==> src/rtl/lpd_pkg.sv <==
package lpd_pkg;
  typedef enum logic [1:0] {
    CMD_ADD   = 2'd0,
    CMD_DROP  = 2'd1,
    CMD_WRITE = 2'd2
  } lpd_cmd_e;

  typedef enum logic [1:0] {
    OVF_BCAST  = 2'd0,
    OVF_EVICT  = 2'd1,
    OVF_COARSE = 2'd2
  } lpd_ovf_e;

  typedef enum logic [1:0] {
    ST_IDLE  = 2'd0,
    ST_WALK  = 2'd1,
    ST_EVICT = 2'd2
  } lpd_state_e;
endpackage

==> src/rtl/lpd_slots.sv <==
// Pointer slot array: storage, lookup of a probe node, lowest free slot.
module lpd_slots #(
  parameter int SLOTS = 4,
  parameter int NW    = 4,
  localparam int SW   = (SLOTS > 1) ? $clog2(SLOTS) : 1
) (
  input  logic                      clk,
  input  logic                      rst_n,
  input  logic [NW-1:0]             probe_id,
  output logic                      hit,
  output logic                      full,
  output logic [SW-1:0]             free_idx,
  input  logic                      ins_en,
  input  logic [SW-1:0]             ins_idx,
  input  logic [NW-1:0]             ins_id,
  input  logic                      drop_en,
  input  logic                      solo_en,
  input  logic [NW-1:0]             solo_id,
  output logic [SLOTS-1:0]          vld,
  output logic [SLOTS-1:0][NW-1:0]  ids
);
  logic [SLOTS-1:0]         vld_q;
  logic [SLOTS-1:0][NW-1:0] ids_q;
  logic [SLOTS-1:0]         match;

  for (genvar g = 0; g < SLOTS; g++) begin : g_match
    assign match[g] = vld_q[g] && (ids_q[g] == probe_id);
  end

  assign hit  = |match;
  assign full = &vld_q;
  assign vld  = vld_q;
  assign ids  = ids_q;

  always_comb begin
    free_idx = '0;
    for (int i = SLOTS - 1; i >= 0; i--) begin
      if (!vld_q[i]) free_idx = SW'(i);
    end
  end

  always_ff @(posedge clk) begin
    if (!rst_n) begin
      vld_q <= '0;
      ids_q <= '0;
    end else begin
      for (int i = 0; i < SLOTS; i++) begin
        if (solo_en) begin
          vld_q[i] <= (i == 0);
          if (i == 0) ids_q[i] <= solo_id;
        end else if (ins_en && (ins_idx == SW'(i))) begin
          vld_q[i] <= 1'b1;
          ids_q[i] <= ins_id;
        end else if (drop_en && match[i]) begin
          vld_q[i] <= 1'b0;
        end
      end
    end
  end
endmodule

==> src/rtl/lpd_walker.sv <==
// Index walker for the invalidation stream: skips non-members in one
// cycle each, waits on the consumer for members.
module lpd_walker #(
  parameter int CW = 5
) (
  input  logic          clk,
  input  logic          rst_n,
  input  logic          start,
  input  logic          run,
  input  logic          member,
  input  logic          ready,
  input  logic [CW-1:0] limit,
  output logic [CW-1:0] idx,
  output logic          emit,
  output logic          done
);
  logic step;
  logic last;

  assign step = !member || ready;
  assign last = (idx == limit - CW'(1));
  assign emit = run && member;
  assign done = run && step && last;

  always_ff @(posedge clk) begin
    if (!rst_n)                 idx <= '0;
    else if (start)             idx <= '0;
    else if (run && step && !last) idx <= idx + CW'(1);
  end
endmodule

==> src/rtl/lp_dir_entry.sv <==
module lp_dir_entry
  import lpd_pkg::*;
#(
  parameter int       NODES = 16,
  parameter int       SLOTS = 4,
  parameter int       GROUP = 4,
  parameter lpd_ovf_e OVF   = OVF_BCAST,
  localparam int      NW    = $clog2(NODES)
) (
  input  logic          clk,
  input  logic          rst_n,
  input  logic          cmd_valid,
  output logic          cmd_ready,
  input  logic [1:0]    cmd_op,
  input  logic [NW-1:0] cmd_node,
  output logic          inv_valid,
  input  logic          inv_ready,
  output logic [NW-1:0] inv_node
);
  localparam int NGRP = (NODES + GROUP - 1) / GROUP;
  localparam int GW   = (NGRP > 1) ? $clog2(NGRP) : 1;
  localparam int SW   = (SLOTS > 1) ? $clog2(SLOTS) : 1;
  localparam int SPAN = (NODES > SLOTS) ? NODES : SLOTS;
  localparam int CW   = $clog2(SPAN + 1);

  function automatic logic [GW-1:0] grp_of(input logic [NW-1:0] n);
    return GW'(int'(n) / GROUP);
  endfunction

  lpd_state_e          state_q;
  logic                bcast_q, coarse_q;
  logic [NGRP-1:0]     cvec_q;
  logic [SW-1:0]       rr_q;
  logic [NW-1:0]       writer_q, victim_q;

  logic                accept, is_add, is_drop, is_write, ptr_mode, overflow;
  logic                hit, full;
  logic [SW-1:0]       free_idx;
  logic [SLOTS-1:0]    vld;
  logic [SLOTS-1:0][NW-1:0] ids;
  logic [NGRP-1:0]     slot_grps;
  logic [CW-1:0]       walk_idx, walk_limit;
  logic                walk_emit, walk_done, member;
  logic [NW-1:0]       cand;

  assign cmd_ready = (state_q == ST_IDLE);
  assign accept    = cmd_valid && cmd_ready;
  assign is_add    = (cmd_op == CMD_ADD);
  assign is_drop   = (cmd_op == CMD_DROP);
  assign is_write  = (cmd_op == CMD_WRITE);
  assign ptr_mode  = !bcast_q && !coarse_q;
  assign overflow  = accept && is_add && ptr_mode && !hit && full;

  lpd_slots #(.SLOTS(SLOTS), .NW(NW)) u_slots (
    .clk      (clk),
    .rst_n    (rst_n),
    .probe_id (cmd_node),
    .hit      (hit),
    .full     (full),
    .free_idx (free_idx),
    .ins_en   (accept && is_add && ptr_mode && !hit &&
               (!full || (OVF == OVF_EVICT))),
    .ins_idx  (full ? rr_q : free_idx),
    .ins_id   (cmd_node),
    .drop_en  (accept && is_drop && ptr_mode),
    .solo_en  (walk_done),
    .solo_id  (writer_q),
    .vld      (vld),
    .ids      (ids)
  );

  // Group bits covered by the pointers, used when switching to coarse form.
  always_comb begin
    slot_grps = '0;
    for (int i = 0; i < SLOTS; i++) begin
      if (vld[i]) slot_grps[grp_of(ids[i])] = 1'b1;
    end
  end

  // Candidate for the current walk index: a slot in pointer form,
  // a node number in broadcast or coarse form.
  always_comb begin
    cand   = walk_idx[NW-1:0];
    member = 1'b0;
    if (ptr_mode) begin
      for (int i = 0; i < SLOTS; i++) begin
        if (walk_idx == CW'(i)) begin
          cand   = ids[i];
          member = vld[i];
        end
      end
    end else begin
      member = bcast_q || cvec_q[grp_of(cand)];
    end
    member = member && (cand != writer_q);
  end

  assign walk_limit = ptr_mode ? CW'(SLOTS) : CW'(NODES);

  lpd_walker #(.CW(CW)) u_walk (
    .clk    (clk),
    .rst_n  (rst_n),
    .start  (accept && is_write),
    .run    (state_q == ST_WALK),
    .member (member),
    .ready  (inv_ready),
    .limit  (walk_limit),
    .idx    (walk_idx),
    .emit   (walk_emit),
    .done   (walk_done)
  );

  assign inv_valid = walk_emit || (state_q == ST_EVICT);
  assign inv_node  = (state_q == ST_EVICT) ? victim_q : cand;

  always_ff @(posedge clk) begin
    if (!rst_n) begin
      state_q  <= ST_IDLE;
      bcast_q  <= 1'b0;
      coarse_q <= 1'b0;
      cvec_q   <= '0;
      rr_q     <= '0;
      writer_q <= '0;
      victim_q <= '0;
    end else begin
      case (state_q)
        ST_IDLE: begin
          if (accept && is_write) begin
            writer_q <= cmd_node;
            state_q  <= ST_WALK;
          end else if (accept && is_add && coarse_q) begin
            cvec_q[grp_of(cmd_node)] <= 1'b1;
          end else if (overflow) begin
            if (OVF == OVF_BCAST) begin
              bcast_q <= 1'b1;
            end else if (OVF == OVF_COARSE) begin
              coarse_q <= 1'b1;
              cvec_q   <= slot_grps | (NGRP'(1) << grp_of(cmd_node));
            end else begin
              victim_q <= ids[rr_q];
              rr_q     <= (rr_q == SW'(SLOTS - 1)) ? '0 : rr_q + SW'(1);
              state_q  <= ST_EVICT;
            end
          end
        end
        ST_WALK: begin
          if (walk_done) begin
            state_q  <= ST_IDLE;
            bcast_q  <= 1'b0;
            coarse_q <= 1'b0;
            cvec_q   <= '0;
          end
        end
        ST_EVICT: begin
          if (inv_ready) state_q <= ST_IDLE;
        end
        default: state_q <= ST_IDLE;
      endcase
    end
  end
endmodule

==> config.mk <==
export PLATFORM = sky130hd
export DESIGN_NAME = lp_dir_entry
export DESIGN_NICKNAME = d
export VERILOG_FILES = /design/src/rtl/lpd_pkg.sv /design/src/rtl/lpd_slots.sv /design/src/rtl/lpd_walker.sv /design/src/rtl/lp_dir_entry.sv
export SDC_FILE = /design/constraint.sdc
export NUM_CORES = 1
export LEC_CHECK = 0
export CORE_ASPECT_RATIO = 1.1
export CORE_MARGIN = 2
export CORE_UTILIZATION = 54
export DETAILED_ROUTE_END_ITERATION = 8
export GPL_TIMING_DRIVEN = 0
export PLACE_DENSITY_LB_ADDON = 0.25
export SYNTH_ARGS = -nofsm -noshare
export SYNTH_HDL_FRONTEND = slang
export SYNTH_SLANG_ARGS = --single-unit
==> constraint.sdc <==
create_clock -name clk -period 4.9 [get_ports clk]
set_input_delay 0.98 -clock clk [delete_from_list [all_inputs] [get_ports clk]]
set_output_delay 0.98 -clock clk [all_outputs]
set_load 0.05 [all_outputs]
==> results.md, run 1 <==
- FF-to-FF End: u_slots.ids[2]$_SDFFE_PN0P_
- Outcome: finished clean
- Distinct cell type count after synthesis: 60
- IO Port Bufs: 11
- CTS H-tree lvls: 2
- Count of flip-flops with a built-in enable after synthesis: 0
- Met1 GRT Util: 33.5%
- Crit end category: primary output
- Worst skew pair latency: 290 ps
- Ant diodes: 0
- Seq/Total Area, Yosys: 28.3%
- Power Dens Cells: 239 nW/um^2
- TNS Setup: 0 ps
- Busiest grt layer: met2
- Grt met2 use: 45.7%
- Final setup violating endpoints: 0
- First-pass DRT Iterations: 4
- Reg2Reg Launch Point: u_walk.idx[1]$_SDFFE_PP0P_
- Vias in the first global route: 1,980
- Via/cell ratio: 6.12
- Net Count, Synth: 279
- Avg WL per Cell: 16.8 um
- Max IR drop VDD: 0.000143 V
- Residual DRC: 0
- Slowest-stage cell, CP: clkdlybuf4s50_1
- Leakage: 0.979 nW
- Total GRT Usage: 27.2%
- Setup CP Type: reg2out
- Slew HR: 31.1%
- Cells on worst reg2reg path: 10
- Ys Warns: 0
- Post-CTS Setup Bufs: 0
- I/O pin count: 16
- Crit-path cells: inv_1 -> ha_1 -> buf_6 -> a211oi_1 -> a21oi_1 -> or3b_2 -> o31a_4 -> and4_1 -> nor3_1 -> clkdlybuf4s50_1
- Die Ht: 70.8 um
- CP delay by family, top: buffers and inverters
- Worst path bufs/invs: 3
- Clk root buf: clkbuf_8
- Initial drt markers: 156
- Routability cong.: 0.779
- Final wirelength: 5650 um
- Cell row count: 24
- Core Region: 3930 um^2
- Via count: 2,057
- Max Fclk: 221 MHz
- Final Cycle Share: 92.5%
- Seq cells post-synth: 31
- Final nets: 297
- First-pass GRT wire length: 9620 um
- Fin crit period: 4530 ps
- Most used DFF post-synth: dfxtp_1
- # clock sinks: 31
- Worst Hold Class: reg2reg
- CTS clk-pin slew, worst paths: 70 ps
- Syn Std Cell Area: 2190 um^2
- Util after Layout: 62.7%
- Die width: 64.7 um
- CTS buffer count: 5
- Antenna Nets Post-Route: 0
- RSZ-0062 raised after global routing: false
- Startpoint Class: register
- Final Slew Violations: 0
- Final Hold Fails: 0
- Worst EP arrival: 3550 ps
- Delay of the slowest critical-path stage: 820 ps
- Pin count of the biggest net entering global routing: 11
- Worst Clk Skew: 5.57 ps
- Worst-Margin Slew: 1020 ps
- Synthesis-to-finish area growth: 12.6%
- Max_cap viols: 0
- Placed insts: 328
- CTS resizes: 0
- # fillers: 361
- Clock Path Buffers: 2
- Critical path origin: u_walk.idx[1]$_SDFFE_PP0P_
- CTS tree: built
- FF-to-FF setup slack: 1800 ps
- Max Fanout on Critical Path: 10
- Initial antenna violation count: 0
- Post-synth ARST share: 0%
- Quantity of hold-fixing buffers added after cts: 0
- Post-DP HPWL: 4130 um
- Req. time, crit path: 3920 ps
- Initial cell density of the core: 55.7%
- Share of cells above drive strength 1: 12.7%
- GR Overflow Total: 0
- Syn avg cell area: 8.27 um^2
- Die footprint: 4580 um^2
- Non-filler cells, final: 336
- Synth Instances: 265
- GR met3 Demand/Resource: 6.36%
- Stages on the worst setup path: 10
- Crit path to: inv_valid
[cell usage in the layout, fill, tap and decap left out, drive strengths merged, types with 6 or more instances in the layout]
cell	instances
a211oi	7
a21oi	10
buf	10
clkbuf	14
clkdlybuf4s50	11
dfxtp	31
inv	12
mux2i	24
nand2	29
nand3	7
nor2	30
o21ai	7
or3	7
xnor2	6
[registers in the layout (all words and copies together) (netlist names)]
signal       cells
u_slots.vld      4
bcast_q          1
u_walk.idx       5
writer_q         4
state_q          1
u_slots.ids     16
[final cells by class]
| cell class | count | area (um^2) | area share, % |
|---|---|---|---|
| Timing Repair Buffer | 11 | 110 | 4.46 |
| Tap cell | 52 | 65.1 | 2.64 |
| Buffer | 16 | 86.3 | 3.50 |
| Inverter | 12 | 45.0 | 1.83 |
| Multi-Input combinational cell | 206 | 1440 | 58.3 |
| Sequential cell | 31 | 621 | 25.2 |
| Clock buffer | 8 | 100 | 4.06 |
[per-layer routing]
layer / wire, um / share of wire, %
met5: 0 / 0
met4: 100 / 1.8
met3: 315 / 5.6
met2: 2770 / 49
met1: 2460 / 44
[logic make-up after synthesis]
| family | after synthesis | synth area share [%] |
|---|---|---|
| multiplexers | 28 | 13.0 |
| AND/OR/NAND/NOR | 115 | 28.2 |
| buffers and inverters | 28 | 6.00 |
| XOR/XNOR | 10 | 4.00 |
| adder cells (fa/ha/maj) | 4 | 2.28 |
| AO/OA/AOI/OAI | 49 | 18.2 |
| flip-flops | 31 | 28.3 |
[metrics by stage]
step,cell area [um^2],hold WS [ps],power (mW),setup slack (ps)
global route,2470,516,0.612,227
CTS,2470,493,0.593,388
detailed placement,2370,479,0.366,740
finish,2470,498,0.588,368
global placement,2370,477,0.364,722
floorplan,2190,446,0.339,713
[report_power, final]
group	internal [mW]	leakage, nW	total (mW)	switching [mW]
clock	0.128	0.0515	0.227	0.0984
combinational	0.0398	0.677	0.100	0.0605
sequential	0.256	0.251	0.261	0.00545
[synthesized netlist by cell type (5+ instances only)]
master	count	share of area (%)
dfxtp_1	31	28
nor2_1	30	5.1
nand2_1	29	5.0
mux2i_1	24	11
inv_1	11	1.9
a21oi_1	8	1.8
nand3_1	7	1.6
or3_1	7	2.0
buf_2	6	1.4
clkbuf_1	6	1.0
o21ai_0	6	1.4
xnor2_1	6	2.4
a211oi_1	5	1.7
nor4b_1	5	2.0
o211ai_1	5	1.7
[worst min path at each step]
| stage | from | end | slack, ps | cells past startpoint |
|---|---|---|---|---|
| after global placement | writer_q[2]$_SDFFE_PN0P_ | u_slots.ids[2]$_SDFFE_PN0P_ | 480 | 2 |
| after CTS | writer_q[2]$_SDFFE_PN0P_ | u_slots.ids[2]$_SDFFE_PN0P_ | 490 | 2 |
| final | writer_q[2]$_SDFFE_PN0P_ | u_slots.ids[2]$_SDFFE_PN0P_ | 500 | 2 |
| after floorplan | writer_q[2]$_SDFFE_PN0P_ | u_slots.ids[2]$_SDFFE_PN0P_ | 450 | 2 |
| after global routing | writer_q[2]$_SDFFE_PN0P_ | u_slots.ids[2]$_SDFFE_PN0P_ | 520 | 2 |
| after detailed placement | writer_q[2]$_SDFFE_PN0P_ | u_slots.ids[2]$_SDFFE_PN0P_ | 480 | 2 |
[worst reg2reg max path, delay by kind of cell, from the launching register on]
family | cells | cell delay [ps]
simple gates | 1 | 210
mux | 1 | 250
buf+inv | 2 | 290
compound gates | 5 | 1610
flops | 1 | 440
fa+ha+maj | 1 | 250
(Power assumes the default switching activity.)
==> run 2: changes to the inputs <==
CTS_CLUSTER_SIZE = 10   (was unset)
==> results of run 2 <==
Final layout, timing and power as in run 1 (identical DEF).
==> run 3: changes to the inputs <==
clock period = 4.3 ns   (was 4.9 ns; I/O delays follow)
==> results.md, run 3 (synthesis results as in run 1) <==
- Outcome: finished clean
- Overall Power: 671 uW (+14%)
- Fin crit period: 4120 ps
- Die Ht: 70.8 um (unchanged)
- Leakage: 0.984 nW (+0.49%)
- CTS buffer count: 5 (unchanged)
- Vias in the first global route: 1,980 (unchanged)
- Final Cycle Share: 95.8%
- Synthesis-to-finish area growth: 12.5% (about the same)
- Max reg flops: 16 (unchanged)
- Worst-Margin Slew: 1020 ps (unchanged)
- Initial antenna violation count: 0 (unchanged)
- Crit end category: primary output
- Residual DRC: 0 (unchanged)
- Crit-path cells: inv_1 -> ha_1 -> buf_6 -> a211oi_1 -> a21oi_1 -> or3b_2 -> o31a_4 -> and4_1 -> nor3_1 -> dlygate4sd2_1
- Pin count of the biggest net entering global routing: 11 (unchanged)
- Die width: 64.7 um (unchanged)
- Max Fclk: 243 MHz
- TNS Setup: 0 ps (unchanged)
- Worst skew pair latency: 290 ps (about the same)
- Reg2Reg Launch Point: u_walk.idx[1]$_SDFFE_PP0P_
- Worst path bufs/invs: 3 (unchanged)
- Final wirelength: 5660 um (+0.16%)
- Final Hold Fails: 0 (unchanged)
- Setup CP Type: reg2out
- Power Dens Cells: 272 nW/um^2 (+14%)
- First-pass DRT Iterations: 4 (unchanged)
- Quantity of hold-fixing buffers added after cts: 0 (unchanged)
- Worst Clk Skew: 5.59 ps (+0.0133 ps)
- Via/cell ratio: 6.13 (+0.15%)
- Startpoint Class: register
- IO Port Bufs: 11 (unchanged)
- Antenna Nets Post-Route: 0 (unchanged)
- Max_cap viols: 0 (unchanged)
- Slowest-stage cell, CP: dlygate4sd2_1
- RSZ-0062 raised after global routing: false
- First-pass GRT wire length: 9620 um (unchanged)
- Max IR drop VDD: 0.000163 V (+14%)
- Max Fanout on Critical Path: 10 (unchanged)
- I/O pin count: 16 (unchanged)
- Cell row count: 24 (unchanged)
- Post-DP HPWL: 4130 um (unchanged)
- Hold path start: writer_q[2]$_SDFFE_PN0P_
- Clk root buf: clkbuf_8
- Core Region: 3930 um^2 (unchanged)
- Initial cell density of the core: 55.7% (unchanged)
- Worst EP arrival: 3260 ps (-290 ps)
- Clock Path Buffers: 2 (unchanged)
- Commonest non-fill, non-tap cells in the layout: dfxtp_1, nor2_1, nand2_1
- CTS resizes: 1 (+1)
- # fillers: 362 (+0.28%)
- GR Overflow Total: 0 (unchanged)
- Via count: 2,060 (+0.15%)
- Commonest non-fill, non-tap cell in the layout: dfxtp_1
- Final nets: 297 (unchanged)
- CTS clk-pin slew, worst paths: 70 ps (about the same)
- Final setup violating endpoints: 0 (unchanged)
- CTS tree: built
- Avg WL per Cell: 16.8 um (+0.16%)
- Post-CTS Setup Bufs: 0 (unchanged)
- CP delay by family, top: buffers and inverters
- # clock sinks: 31 (unchanged)
- Req. time, crit path: 3440 ps (-480 ps)
- Ant diodes: 0 (unchanged)
- Final Slew Violations: 0 (unchanged)
- Routability cong.: 0.779 (unchanged)
- Share of cells above drive strength 1: 12.7% (unchanged)
- Critical path origin: u_walk.idx[1]$_SDFFE_PP0P_
- Initial drt markers: 156 (unchanged)
- CTS H-tree lvls: 2 (unchanged)
- Total GRT Usage: 27.2% (unchanged)
- Slew HR: 31.1% (unchanged)
- Delay of the slowest critical-path stage: 540 ps (-280 ps)
- Die footprint: 4580 um^2 (unchanged)
- Worst Hold Class: reg2reg
==> run 3: worst paths after layout <==
path                                               endpoint  slack (ps)  depth (start not counted)
worst min-delay path            u_slots.ids[2]$_SDFFE_PN0P_         500                          2
worst max register to register  u_slots.ids[2]$_SDFFE_PN0P_        1200                         10
worst min register to register  u_slots.ids[2]$_SDFFE_PN0P_         500                          2
worst max-delay path                              inv_valid         180                         10
==> run 3: layout make-up <==
| class | instances | area [um^2] | share of cell area, % |
|---|---|---|---|
| multi-input combinational | 206 | 1440 | 58.4 |
| sequential | 31 | 621 | 25.2 |
| tap | 52 | 65.1 | 2.64 |
| inverter | 12 | 45.0 | 1.83 |
| buffer | 16 | 86.3 | 3.50 |
| timing repair buffer | 11 | 109 | 4.42 |
| clock buffer | 8 | 100 | 4.06 |
==> run 3: metrics by stage <==
stage / hold slack [ps] / cells / instance area, um^2 / worst slack, ps / utilization, %
after floorplan: 446 / 265 / 2190 / 233 / -
after global placement: 477 / 328 / 2370 / 242 / 60.1
after detailed placement: 479 / 328 / 2370 / 260 / 60.1
after CTS: 493 / 336 / 2460 / 201 / 62.7
after global routing: 516 / 336 / 2460 / 40.1 / 62.7
final: 498 / 336 / 2460 / 180 / 62.7
==> run 3: where the power goes <==
part	internal, mW	total, mW	leakage, nW	switching (mW)
Sequential	0.292	0.298	0.251	0.00621
Combinational	0.0453	0.114	0.682	0.0691
Clock	0.146	0.258	0.0515	0.112
Total	0.483	0.671	0.984	0.187
==> run 3: per-layer routing <==
| layer | share of wire (%) | GRT usage [%] | routed length [um] | vias up |
|---|---|---|---|---|
| met4 | 1.8 | 10.9 | 100 | 0 |
| li1 | - | - | - | 994 |
| met2 | 49 | 45.7 | 2780 | 59 |
| met3 | 5.2 | 6.36 | 293 | 12 |
| met1 | 44 | 33.5 | 2480 | 995 |
| met5 | 0 | 0 | 0 | - |
==> run 3: worst register-to-register path, delay by kind of cell, from the launching register on <==
| family | cells | cell delay [ps] |
|---|---|---|
| compound gates | 5 | 1610 |
| flops | 1 | 440 |
| buf+inv | 2 | 290 |
| fa+ha+maj | 1 | 250 |
| mux | 1 | 250 |
| simple gates | 1 | 210 |
